===== src/rtl/conv_init_pkg.sv =====
package conv_init_pkg;

  typedef enum logic [2:0] {
    ST_PDN    = 3'd0,
    ST_REF    = 3'd1,
    ST_SETTLE = 3'd2,
    ST_ISO    = 3'd3,
    ST_CAL    = 3'd4,
    ST_RDY    = 3'd5
  } seq_state_t;

  typedef enum logic [1:0] {
    RAT_NONE = 2'd0,
    RAT_LOW  = 2'd1,
    RAT_MID  = 2'd2,
    RAT_HIGH = 2'd3
  } ratio_code_t;

endpackage


===== src/rtl/cis_mclk_watch.sv =====
module cis_mclk_watch #(
  parameter int TIMEOUT = 64
) (
  input  logic clk,
  input  logic rst_n,
  input  logic mclk_tick,
  output logic mclk_ok
);
  localparam int IW = $clog2(TIMEOUT + 1);
  localparam logic [IW-1:0] IDLE_MAX = IW'(TIMEOUT);

  logic [IW-1:0] idle_q, idle_d;

  always_comb begin
    if (mclk_tick)              idle_d = '0;
    else if (idle_q == IDLE_MAX) idle_d = idle_q;
    else                        idle_d = idle_q + 1'b1;
  end

  always_ff @(posedge clk or negedge rst_n) begin
    if (!rst_n) idle_q <= IDLE_MAX;
    else        idle_q <= idle_d;
  end

  assign mclk_ok = (idle_q != IDLE_MAX);
endmodule


===== src/rtl/cis_ratio_meter.sv =====
module cis_ratio_meter
  import conv_init_pkg::*;
#(
  parameter int RATIO_LOW  = 256,
  parameter int RATIO_MID  = 384,
  parameter int RATIO_HIGH = 512
) (
  input  logic        clk,
  input  logic        rst_n,
  input  logic        mclk_ok,
  input  logic        mclk_tick,
  input  logic        frame_tick,
  output logic        lock,
  output ratio_code_t code
);
  localparam int CW = $clog2(RATIO_HIGH) + 2;
  localparam logic [CW-1:0] CNT_MAX = '1;

  logic [CW-1:0] cnt_q, cnt_d, cnt_inc;
  logic          primed_q, primed_d;
  ratio_code_t   prev_q, prev_d, code_q, code_d, meas_cls;
  logic          lock_q, lock_d;

  // Saturating tick count; the frame tick's own cycle is included.
  always_comb begin
    if (mclk_tick && (cnt_q != CNT_MAX)) cnt_inc = cnt_q + 1'b1;
    else                                 cnt_inc = cnt_q;
    if      (cnt_inc == CW'(RATIO_LOW))  meas_cls = RAT_LOW;
    else if (cnt_inc == CW'(RATIO_MID))  meas_cls = RAT_MID;
    else if (cnt_inc == CW'(RATIO_HIGH)) meas_cls = RAT_HIGH;
    else                                 meas_cls = RAT_NONE;
  end

  always_comb begin
    cnt_d    = cnt_inc;
    primed_d = primed_q;
    prev_d   = prev_q;
    lock_d   = lock_q;
    code_d   = code_q;
    if (!mclk_ok) begin
      cnt_d    = '0;
      primed_d = 1'b0;
      prev_d   = RAT_NONE;
      lock_d   = 1'b0;
      code_d   = RAT_NONE;
    end else if (frame_tick) begin
      cnt_d    = '0;
      primed_d = 1'b1;
      if (primed_q) begin
        prev_d = meas_cls;
        if ((meas_cls != RAT_NONE) && (meas_cls == prev_q)) begin
          lock_d = 1'b1;
          code_d = meas_cls;
        end else begin
          lock_d = 1'b0;
          code_d = RAT_NONE;
        end
      end
    end
  end

  always_ff @(posedge clk or negedge rst_n) begin
    if (!rst_n) begin
      cnt_q    <= '0;
      primed_q <= 1'b0;
      prev_q   <= RAT_NONE;
      lock_q   <= 1'b0;
      code_q   <= RAT_NONE;
    end else begin
      cnt_q    <= cnt_d;
      primed_q <= primed_d;
      prev_q   <= prev_d;
      lock_q   <= lock_d;
      code_q   <= code_d;
    end
  end

  assign lock = lock_q;
  assign code = code_q;
endmodule


===== src/rtl/cis_seq_fsm.sv =====
module cis_seq_fsm
  import conv_init_pkg::*;
#(
  parameter int REF_FRAMES    = 32,
  parameter int SETTLE_FRAMES = 28672,
  parameter int CAL_FRAMES    = 4096
) (
  input  logic       clk,
  input  logic       rst_n,
  input  logic       go,
  input  logic       mclk_ok,
  input  logic       frame_tick,
  input  logic       hp_defeat,
  output seq_state_t state
);
  localparam int MAX_A = (REF_FRAMES > CAL_FRAMES) ? REF_FRAMES : CAL_FRAMES;
  localparam int MAX_F = (MAX_A > SETTLE_FRAMES) ? MAX_A : SETTLE_FRAMES;
  localparam int FW    = $clog2(MAX_F + 1);

  seq_state_t    st_q, st_d, st_after;
  logic [FW-1:0] fcnt_q, fcnt_d, lim;
  logic          fcnt_en;

  always_comb begin
    case (st_q)
      ST_REF:    begin lim = FW'(REF_FRAMES - 1);    st_after = hp_defeat ? ST_ISO : ST_SETTLE; end
      ST_SETTLE: begin lim = FW'(SETTLE_FRAMES - 1); st_after = ST_RDY; end
      ST_ISO:    begin lim = '0;                     st_after = ST_CAL; end
      ST_CAL:    begin lim = FW'(CAL_FRAMES - 1);    st_after = ST_RDY; end
      default:   begin lim = '0;                     st_after = st_q;   end
    endcase
  end

  always_comb begin
    st_d    = st_q;
    fcnt_d  = fcnt_q;
    fcnt_en = 1'b0;
    if (!mclk_ok && (st_q != ST_PDN)) begin
      st_d    = ST_PDN;
      fcnt_d  = '0;
      fcnt_en = 1'b1;
    end else begin
      case (st_q)
        ST_PDN: if (go) begin
          st_d    = ST_REF;
          fcnt_d  = '0;
          fcnt_en = 1'b1;
        end
        ST_REF, ST_SETTLE, ST_ISO, ST_CAL: if (frame_tick) begin
          fcnt_en = 1'b1;
          if (fcnt_q == lim) begin
            st_d   = st_after;
            fcnt_d = '0;
          end else begin
            fcnt_d = fcnt_q + 1'b1;
          end
        end
        default: ;
      endcase
    end
  end

  always_ff @(posedge clk or negedge rst_n) begin
    if (!rst_n) st_q <= ST_PDN;
    else        st_q <= st_d;
  end

  always_ff @(posedge clk or negedge rst_n) begin
    if (!rst_n)       fcnt_q <= '0;
    else if (fcnt_en) fcnt_q <= fcnt_d;
  end

  assign state = st_q;
endmodule


===== src/rtl/conv_init_seq.sv =====
module conv_init_seq
  import conv_init_pkg::*;
#(
  parameter int REF_FRAMES    = 32,
  parameter int SETTLE_FRAMES = 28672,
  parameter int CAL_FRAMES    = 4096,
  parameter int TIMEOUT       = 64,
  parameter int RATIO_LOW     = 256,
  parameter int RATIO_MID     = 384,
  parameter int RATIO_HIGH    = 512
) (
  input  logic       clk,
  input  logic       rst_n,
  input  logic       master_mode,
  input  logic       hp_defeat,
  input  logic       mclk_tick,
  input  logic       frame_tick,
  output logic       pdn,
  output logic       ref_en,
  output logic       in_disc,
  output logic       cal_short,
  output logic       ready,
  output logic       oclk_en,
  output logic [1:0] ratio_code
);
  logic        rst_meta, rst_sync;
  logic        mclk_ok, lock, go;
  ratio_code_t code;
  seq_state_t  state;

  // Asynchronous assert, synchronous release.
  always_ff @(posedge clk or negedge rst_n) begin
    if (!rst_n) begin
      rst_meta <= 1'b0;
      rst_sync <= 1'b0;
    end else begin
      rst_meta <= 1'b1;
      rst_sync <= rst_meta;
    end
  end

  cis_mclk_watch #(.TIMEOUT(TIMEOUT)) u_watch (
    .clk(clk), .rst_n(rst_sync), .mclk_tick(mclk_tick), .mclk_ok(mclk_ok)
  );

  cis_ratio_meter #(
    .RATIO_LOW(RATIO_LOW), .RATIO_MID(RATIO_MID), .RATIO_HIGH(RATIO_HIGH)
  ) u_meter (
    .clk(clk), .rst_n(rst_sync), .mclk_ok(mclk_ok), .mclk_tick(mclk_tick),
    .frame_tick(frame_tick), .lock(lock), .code(code)
  );

  assign go = mclk_ok && (master_mode || lock);

  cis_seq_fsm #(
    .REF_FRAMES(REF_FRAMES), .SETTLE_FRAMES(SETTLE_FRAMES), .CAL_FRAMES(CAL_FRAMES)
  ) u_fsm (
    .clk(clk), .rst_n(rst_sync), .go(go), .mclk_ok(mclk_ok),
    .frame_tick(frame_tick), .hp_defeat(hp_defeat), .state(state)
  );

  assign pdn        = (state == ST_PDN);
  assign ref_en     = !pdn;
  assign in_disc    = (state == ST_ISO) || (state == ST_CAL);
  assign cal_short  = (state == ST_CAL);
  assign ready      = (state == ST_RDY);
  assign oclk_en    = master_mode && !pdn;
  assign ratio_code = code;
endmodule


===== config.mk =====
export PLATFORM = sky130hd
export DESIGN_NAME = conv_init_seq
export DESIGN_NICKNAME = d
export VERILOG_FILES = /design/src/rtl/conv_init_pkg.sv /design/src/rtl/cis_mclk_watch.sv /design/src/rtl/cis_ratio_meter.sv /design/src/rtl/cis_seq_fsm.sv /design/src/rtl/conv_init_seq.sv
export SDC_FILE = /design/constraint.sdc
export NUM_CORES = 1
export LEC_CHECK = 0
export BUFFER_PORTS_ARGS = -buffer_cell sky130_fd_sc_hd__clkbuf_2
export CORE_ASPECT_RATIO = 1.2
export CORE_MARGIN = 2
export CORE_UTILIZATION = 68
export CTS_BUF_LIST = sky130_fd_sc_hd__clkbuf_8
export DETAILED_ROUTE_END_ITERATION = 10
export GPL_TIMING_DRIVEN = 1
export MAX_ROUTING_LAYER = met4
export PLACE_DENSITY = 0.87
export REMOVE_ABC_BUFFERS = 1
export SYNTH_ARGS = -nofsm -noshare
export SYNTH_HDL_FRONTEND = slang
export SYNTH_SLANG_ARGS = --single-unit

===== constraint.sdc =====
create_clock -name clk -period 2.9 [get_ports clk]
set_clock_uncertainty 0.05 [all_clocks]
set_input_delay 0.29 -clock clk [delete_from_list [all_inputs] [get_ports clk]]
set_output_delay 0.29 -clock clk [all_outputs]
set_load 0.03 [all_outputs]

== Word-level counts from Yosys, hierarchy flattened ==
Cells that the tools add are included.

* Memories: 0
* Register bits after elaboration: 44
* Output and inout port bits: 8
* ROM bits: 0
* Bits in writable memories: 0
* Word-level logic and storage cells: 89
* Bits in latches: 0
* Bits of input ports: 6

* Add/subtract/negate cells: 3
* Div/mod/pow operators: 0
* Shift operators: 0
* Multiplexer cells: 38
* Eq/ne operators: 20
* Reductions and logical operators: 18
* Order comparisons: 0
* Multiply operators: 0
* Bitwise gates (word level): 0

{| class="wikitable"
|+ Operators by type and width
! operator !! number
|-
| 2-to-1 mux 15 bit || 4
|-
| one-hot mux 15 bit (3 select lines) || 1
|-
| 2-to-1 mux 11 bit || 3
|-
| one-hot mux 15 bit (2 select lines) || 1
|-
| == test 11 x 9 -> 1 bit (second input constant) || 2
|-
| 2-to-1 mux 2 bit || 10
|-
| adder 15 x 1 -> 15 bit (second input constant) || 1
|-
| == test 15 bit || 1
|-
| 2-to-1 mux 7 bit || 2
|-
| 2-to-1 mux 3 bit || 4
|-
| adder 11 x 1 -> 11 bit (second input constant) || 1
|-
| == test 11 x 10 -> 1 bit (second input constant) || 1
|-
| != test 11 bit (second input constant) || 1
|-
| 2-to-1 mux 1 bit || 10
|-
| one-hot mux 3 bit (3 select lines) || 1
|-
| adder 7 x 1 -> 7 bit (second input constant) || 1
|-
| == test 7 bit (second input constant) || 1
|-
| != test 7 bit (second input constant) || 1
|-
| == test 3 x 2 -> 1 bit (second input constant) || 2
|-
| == test 3 bit (second input constant) || 2
|-
| != test 3 x 1 -> 1 bit (second input constant) || 2
|-
| one-hot mux 3 bit (2 select lines) || 1
|-
| nonzero test 3 bit || 2
|-
| logical AND 1 bit || 5
|-
| 16 further kinds || 19
|}

== Logic depth before layout (Yosys ltp) ==
* Word-level depth: 13
* Mapped depth: 11
* Depth with buffers taken out: 9

== Cells and area by module ==
A second synthesis with hierarchy kept.

* Cells, all modules: 299
* Area, all modules: 2773.9 um2

{| class="wikitable"
|+ Modules (own cells, without submodules)
! module !! seq. area each (um2) !! cells each !! area each (um2) !! instances
|-
| cis_seq_fsm || 450.4 || 128 || 1176.1 || 1
|-
| cis_ratio_meter || 425.4 || 122 || 1101.1 || 1
|-
| cis_mclk_watch || 176.4 || 38 || 377.9 || 1
|-
| conv_init_seq || 50.0 || 11 || 118.9 || 1
|}

== Worst setup path after synthesis ==
Ideal clock, no wire load.

* Path kind: register -> register
* Start point: reg u_fsm.st_q[2], in the netlist u_fsm.state[2]
* End point: reg u_fsm.fcnt_q[14]
* Clock period less this slack: 2338 ps
* Stages on the path, launching flop included: 9
* Required time: 2729 ps
* Library setup time: 121 ps
* Path buffers: 1
* Arrival time: 2167 ps
* Setup slack: 562 ps
* Path through: dfrtp_1 -> clkbuf_8 -> or3_1 -> inv_1 -> a21oi_2 -> nor2_4 -> nor2_1 -> mux2_2 -> a22o_2

* Elaborated cells on any way between the ends: 20
* Those cells by class: eq/ne: 7; mux: 7; reduce/logical: 6

{| class="wikitable"
|+ RTL lines
! what !! RTL line !! text
|-
| start: declaration || cis_seq_fsm.sv:20 || <nowiki>seq_state_t st_q, st_d, st_after;</nowiki>
|-
| start signal: assignment || cis_seq_fsm.sv:65 || <nowiki>else st_q <= st_d;</nowiki>
|-
| zero test 3 bit (*) || - ||
|-
| via pdn || conv_init_seq.sv:18 || <nowiki>output logic pdn,</nowiki>
|-
| one-hot mux 1 bit (2 select lines) || cis_seq_fsm.sv:43 || <nowiki>case (st_q)</nowiki>
|-
| 2-to-1 mux 1 bit || cis_seq_fsm.sv:38 || <nowiki>if (!mclk_ok && (st_q != ST_PDN)) begin</nowiki>
|-
| AND reduction 4 bit (no source line) || - ||
|-
| end signal: assignment || cis_seq_fsm.sv:70 || <nowiki>else if (fcnt_en) fcnt_q <= fcnt_d;</nowiki>
|-
| end: declaration || cis_seq_fsm.sv:21 || <nowiki>logic [FW-1:0] fcnt_q, fcnt_d, lim;</nowiki>
|}

The timed path passes the listed nets; every way through them passes the cells marked *. The select of a mux whose other input is x is not followed.
A chain may end at the register's enable or synchronous reset.

== Worst setup path in the final report ==
* Start point: reg u_meter.cnt_q[0]
* End point: reg u_meter.lock_q, in the netlist u_meter.lock

* Longest elaborated chain between the ends: 13
* Elaborated cells on any way between the ends: 17
* Those cells by class: add/sub: 1; eq/ne: 5; mux: 8; reduce/logical: 3

{| class="wikitable"
|+ RTL lines
! what !! RTL line !! text
|-
| start: declaration || cis_ratio_meter.sv:19 || <nowiki>logic [CW-1:0] cnt_q, cnt_d, cnt_inc;</nowiki>
|-
| start signal: assignment || cis_ratio_meter.sv:70 || <nowiki>cnt_q <= cnt_d;</nowiki>
|-
| parallel branches: the longest is 2 deep, another holds adder 11 x 1 -> 11 bit || - ||
|-
| 2-to-1 mux 11 bit (*) || cis_ratio_meter.sv:26 || <nowiki>if (mclk_tick && (cnt_q != CNT_MAX)) cnt_inc = cnt_q + 1'b1;</nowiki>
|-
| == test 11 x 10 -> 1 bit || cis_ratio_meter.sv:30 || <nowiki>else if (cnt_inc == CW'(RATIO_HIGH)) meas_cls = RAT_HIGH;</nowiki>
|-
| 2-to-1 mux 2 bit || cis_ratio_meter.sv:30 ||
|-
| 2-to-1 mux 2 bit || cis_ratio_meter.sv:29 || <nowiki>else if (cnt_inc == CW'(RATIO_MID)) meas_cls = RAT_MID;</nowiki>
|-
| 2-to-1 mux 2 bit (*) || cis_ratio_meter.sv:28 || <nowiki>if (cnt_inc == CW'(RATIO_LOW)) meas_cls = RAT_LOW;</nowiki>
|-
| == test 2 bit or nonzero test 2 bit (tied branches) || cis_ratio_meter.sv:51 || <nowiki>if ((meas_cls != RAT_NONE) && (meas_cls == prev_q)) begin</nowiki>
|-
| logical AND 1 bit (*) || cis_ratio_meter.sv:51 ||
|-
| 2-to-1 mux 1 bit (*) || cis_ratio_meter.sv:51 ||
|-
| 2-to-1 mux 1 bit (*) || cis_ratio_meter.sv:49 || <nowiki>if (primed_q) begin</nowiki>
|-
| 2-to-1 mux 1 bit (*) || cis_ratio_meter.sv:46 || <nowiki>end else if (frame_tick) begin</nowiki>
|-
| 2-to-1 mux 1 bit (*) || cis_ratio_meter.sv:40 || <nowiki>if (!mclk_ok) begin</nowiki>
|-
| end signal: assignment || cis_ratio_meter.sv:73 || <nowiki>lock_q <= lock_d;</nowiki>
|-
| end: declaration || cis_ratio_meter.sv:22 || <nowiki>logic lock_q, lock_d;</nowiki>
|}

Every way passes the cells marked *. The select of a mux whose other input is x is not followed.

==> results.py <==
metrics = {
    "outcome": {
        "outcome": "completed",
    },
    "power_and_ir_drop": {
        "ir_drop_v": 0.000476,
        "power_uw": 1930,
        "powerDensity_nw_per_um2": 674,
        "leakage_uw": 0.00124,
    },
    "synth": {
        "ys_ff_latch": 44,
        "ys_types": 67,
        "synth.avg_cell_area_sq_um": 9.20,
        "synth_ff_type": "dfrtp_1",
        "async_flop_share": 1.00,
        "ys.warnings.count": 0,
        "syn_area_sq_um": 2710,
        "synth_edf_count": 0,
        "syn_inst": 295,
        "synth_seq_area_share": 0.406,
    },
    "final_layout": {
        "diodes": 0,
        "regArea_sq_um": 1100,
        "multi_input_comb_area_sq_um": 1490,
        "fill_cells": 336,
        "syn_to_final_growth_pct": 5.30,
        "drive_gt1_frac": 0.141,
        "nNetsFinal": 315,
    },
    "die": {
        "fp-row-count": 25,
        "start_util": 0.699,
        "dieArea_sq_um": 4510,
        "core_sq_um": 3880,
        "die_y_um": 73.2,
        "io-pin-count": 14,
        "die_x_um": 61.7,
    },
    "placement": {
        "dp_slack_ns": 0.269,
        "place.port_buffers": 13,
        "gp_congestion": 0.984,
        "hpwlAfterDp_um": 4170,
    },
    "routing": {
        "via_per_inst": 6.15,
        "dr.first_iter.drc_count": 229,
        "dr.pass1.iters": 4,
        "via_count": 2215,
        "wl_um": 5770,
        "met1Wirelength_um": 2450,
        "wl_met3_um": 138,
        "drc": 0,
        "routedWlPerCell_um": 16.0,
        "detail-route-antenna-nets": 0,
        "met2_length_um": 3070,
        "top_layer": "met4",
    },
    "cts": {
        "path_clk_slew_ns": 0.08,
        "cts_setup_buffers": 0,
        "cts_root_buf": "clkbuf_8",
        "numCtsBuffers": 5,
        "clock_latency_ns": 0.30,
        "htreeDepth": 2,
        "clockBufferDepth": 2,
        "clock-sinks": 44,
        "cts_tree": "done",
    },
    "timing": {
        "fin_crit_sh": 0.895,
        "finalHoldViolCount": 0,
        "fin_crit_ns": 2.60,
        "finalSetupTns_ns": 0,
        "fmax_mhz": 385,
        "slew_headroom": 0.398,
        "slew_violations": 0,
        "layout_setup_ws_ns": 0.303,
        "worst_pin_slew_ns": 0.904,
        "holdWs_ns": 0.243,
        "setup_viol": 0,
        "rsz0062_at_grt": "false",
    },
    "global_routing": {
        "grt_antenna_before_repair": 0,
        "grt_start_max_net_pins": 43,
        "grt_pass1_vias": 2114,
        "overflow": 0,
        "grt_usage": 0.296,
        "grt_pass1_wl_um": 9600,
    },
    "critical_path": {
        "path_delay_family": "simple AND/OR/NAND/NOR gates",
        "path_buf_inv": 0,
        "r2r_end": "u_meter.lock$_DFFE_PN0P_",
        "slowest_stage": "dfrtp_1",
        "crit_path_start_kind": "register",
        "path_cells": "ha_1, nand4_2, o31ai_4, or3b_1, a2111oi_0, and4b_1, o21ai_1, a211oi_1",
        "r2r_setup_slack_ns": 0.30,
        "end_kind": "register",
        "r2r_start": "u_meter.cnt_q[0]$_DFF_PN0_",
        "path_max_fanout": 6,
        "crit_type": "reg2reg",
        "worstPathArrival_ns": 2.76,
        "rr_worst_depth": 8,
        "cp.required_ns": 3.06,
        "critPathMaxStageDelay_ns": 0.44,
    },
    "flow_run": {
        "cap_violations": 0,
    },
    "hold_path": {
        "min_path_type": "in2reg",
        "min_from": "frame_tick",
        "holdPathEnd": "u_meter.primed_q$_DFFE_PN0P_",
        "hold_depth": 3,
    },
}
[worst reg2reg max path: stages (launching register included)]
cell	delay, ns
dfrtp_1	0.44
ha_1	0.28
nand4_2	0.19
o31ai_4	0.11
or3b_1	0.36
a2111oi_0	0.39
and4b_1	0.32
o21ai_1	0.12
a211oi_1	0.25
[synthesized netlist by cell type (2+ instances only)]
library cell	n	area share
a211oi_1	6	0.017
nand2b_1	3	0.0069
a21o_1	5	0.014
xnor2_1	5	0.016
a21oi_1	8	0.015
a31oi_1	2	0.0046
nand2_1	28	0.039
nor3_2	2	0.0074
ha_1	4	0.018
nor2b_1	4	0.0092
o21ai_1	4	0.0074
a22o_1	6	0.019
a32oi_1	2	0.0065
nor2_1	37	0.051
o21ai_0	9	0.017
nand3_1	25	0.046
and4_1	3	0.0097
nor3_1	7	0.013
o22ai_1	2	0.0046
buf_2	4	0.0074
xor2_1	8	0.026
and2_1	3	0.0069
dfrtp_1	43	0.40
o31a_1	2	0.0065
buf_6	4	0.017
clkbuf_1	2	0.0028
inv_1	8	0.011
nand4_1	4	0.0092
and3_1	7	0.016
a21oi_2	3	0.0097
mux2i_1	5	0.018
o31ai_1	4	0.011
nor2_4	2	0.0083
[worst max path at each step]
stage	startpoint	endpoint	slack (ns)	cells past startpoint
detailed placement	u_meter.cnt_q[0]$_DFF_PN0_	u_meter.lock$_DFFE_PN0P_	0.27	8
CTS	u_meter.cnt_q[0]$_DFF_PN0_	u_meter.lock$_DFFE_PN0P_	0.23	8
global placement	u_meter.cnt_q[0]$_DFF_PN0_	u_meter.lock$_DFFE_PN0P_	0.33	8
global route	u_meter.cnt_q[0]$_DFF_PN0_	u_meter.lock$_DFFE_PN0P_	0.03	8
floorplan	u_fsm.state[2]$_DFFE_PN0P_	u_fsm.fcnt_q[14]$_DFFE_PN0P_	0.50	7
finish	u_meter.cnt_q[0]$_DFF_PN0_	u_meter.lock$_DFFE_PN0P_	0.30	8
[cells by family (layout without fill, tap and decap cells)]
| logic type | Yosys count | after routing | share of synthesized area |
|---|---|---|---|
| AND/OR/NAND/NOR | 139 | 139 | 0.270 |
| XOR/XNOR | 14 | 14 | 0.0480 |
| buffers and inverters | 21 | 32 | 0.0475 |
| multiplexers | 6 | 6 | 0.0226 |
| AO/OA/AOI/OAI | 66 | 66 | 0.186 |
| other | 1 | 1 | 0.00138 |
| flip-flops | 44 | 44 | 0.406 |
| adder cells (fa/ha/maj) | 4 | 4 | 0.0185 |
[routing by layer]
metal | GRT usage | vias up
li1 | - | 1083
met1 | 0.351 | 1085
met2 | 0.488 | 36
met3 | 0.0603 | 11
met4 | 0.106 | 0
met5 | - | -
[what timing repair did]
action | 4_1_cts | 5_1_grt
hold buffers | 1 | 0
gates resized for setup | 0 | 1
endpoints found under the hold margin | 2 | 0
setup endpoints to repair | 0 | 1
[sequential cells by signal (all words and copies together) (netlist names)]
register and cells:
u_meter.lock 1, u_fsm.fcnt_q 15, u_meter.code 2, rst_meta 1, u_watch.idle_q 7, rst_sync 1, u_meter.primed_q 1, u_meter.cnt_q 11
u_fsm.state 3, u_meter.prev_q 2
[report_power, final]
part	leakage, uW	switching (uW)	total [uW]	internal, uW
clock	0.0000505	208	370	162
combinational	0.000602	523	808	285
sequential	0.000589	95.3	746	651
[metrics by stage]
stage                      util  cells  cell area [sq um]
after CTS                 0.735    360               2850
after floorplan               -    283               2620
final                     0.736    360               2860
after global placement    0.712    351               2760
after global routing      0.736    360               2860
after detailed placement  0.712    351               2760
[cell type report]
class                      instances  share of cell area
clock buffer                       5              0.0241
clock inverter                     3             0.00438
inverter                           9              0.0123
multi-input combinational        230               0.520
sequential                        44               0.386
tap                               54              0.0237
timing repair buffer              15              0.0289
[layout by cell type, fill, tap and decap left out, drive strengths merged, types with 3 or more instances in the layout]
cell type	synthesis	final
and3	8	8
a21o	5	5
xor2	8	8
inv	8	10
nand4	5	5
nand2b	3	3
and4	3	3
xnor2	6	6
o31ai	5	5
nor2	39	39
a211oi	7	7
nor3	10	10
nor2b	4	4
clkbuf	3	18
o21ai	14	14
mux2i	5	5
and2	3	3
dfrtp	43	43
a22o	7	7
nand2	29	29
ha	4	4
nand3	25	25
a21oi	11	11
Note: power is estimated with default switching activity, not from simulation.
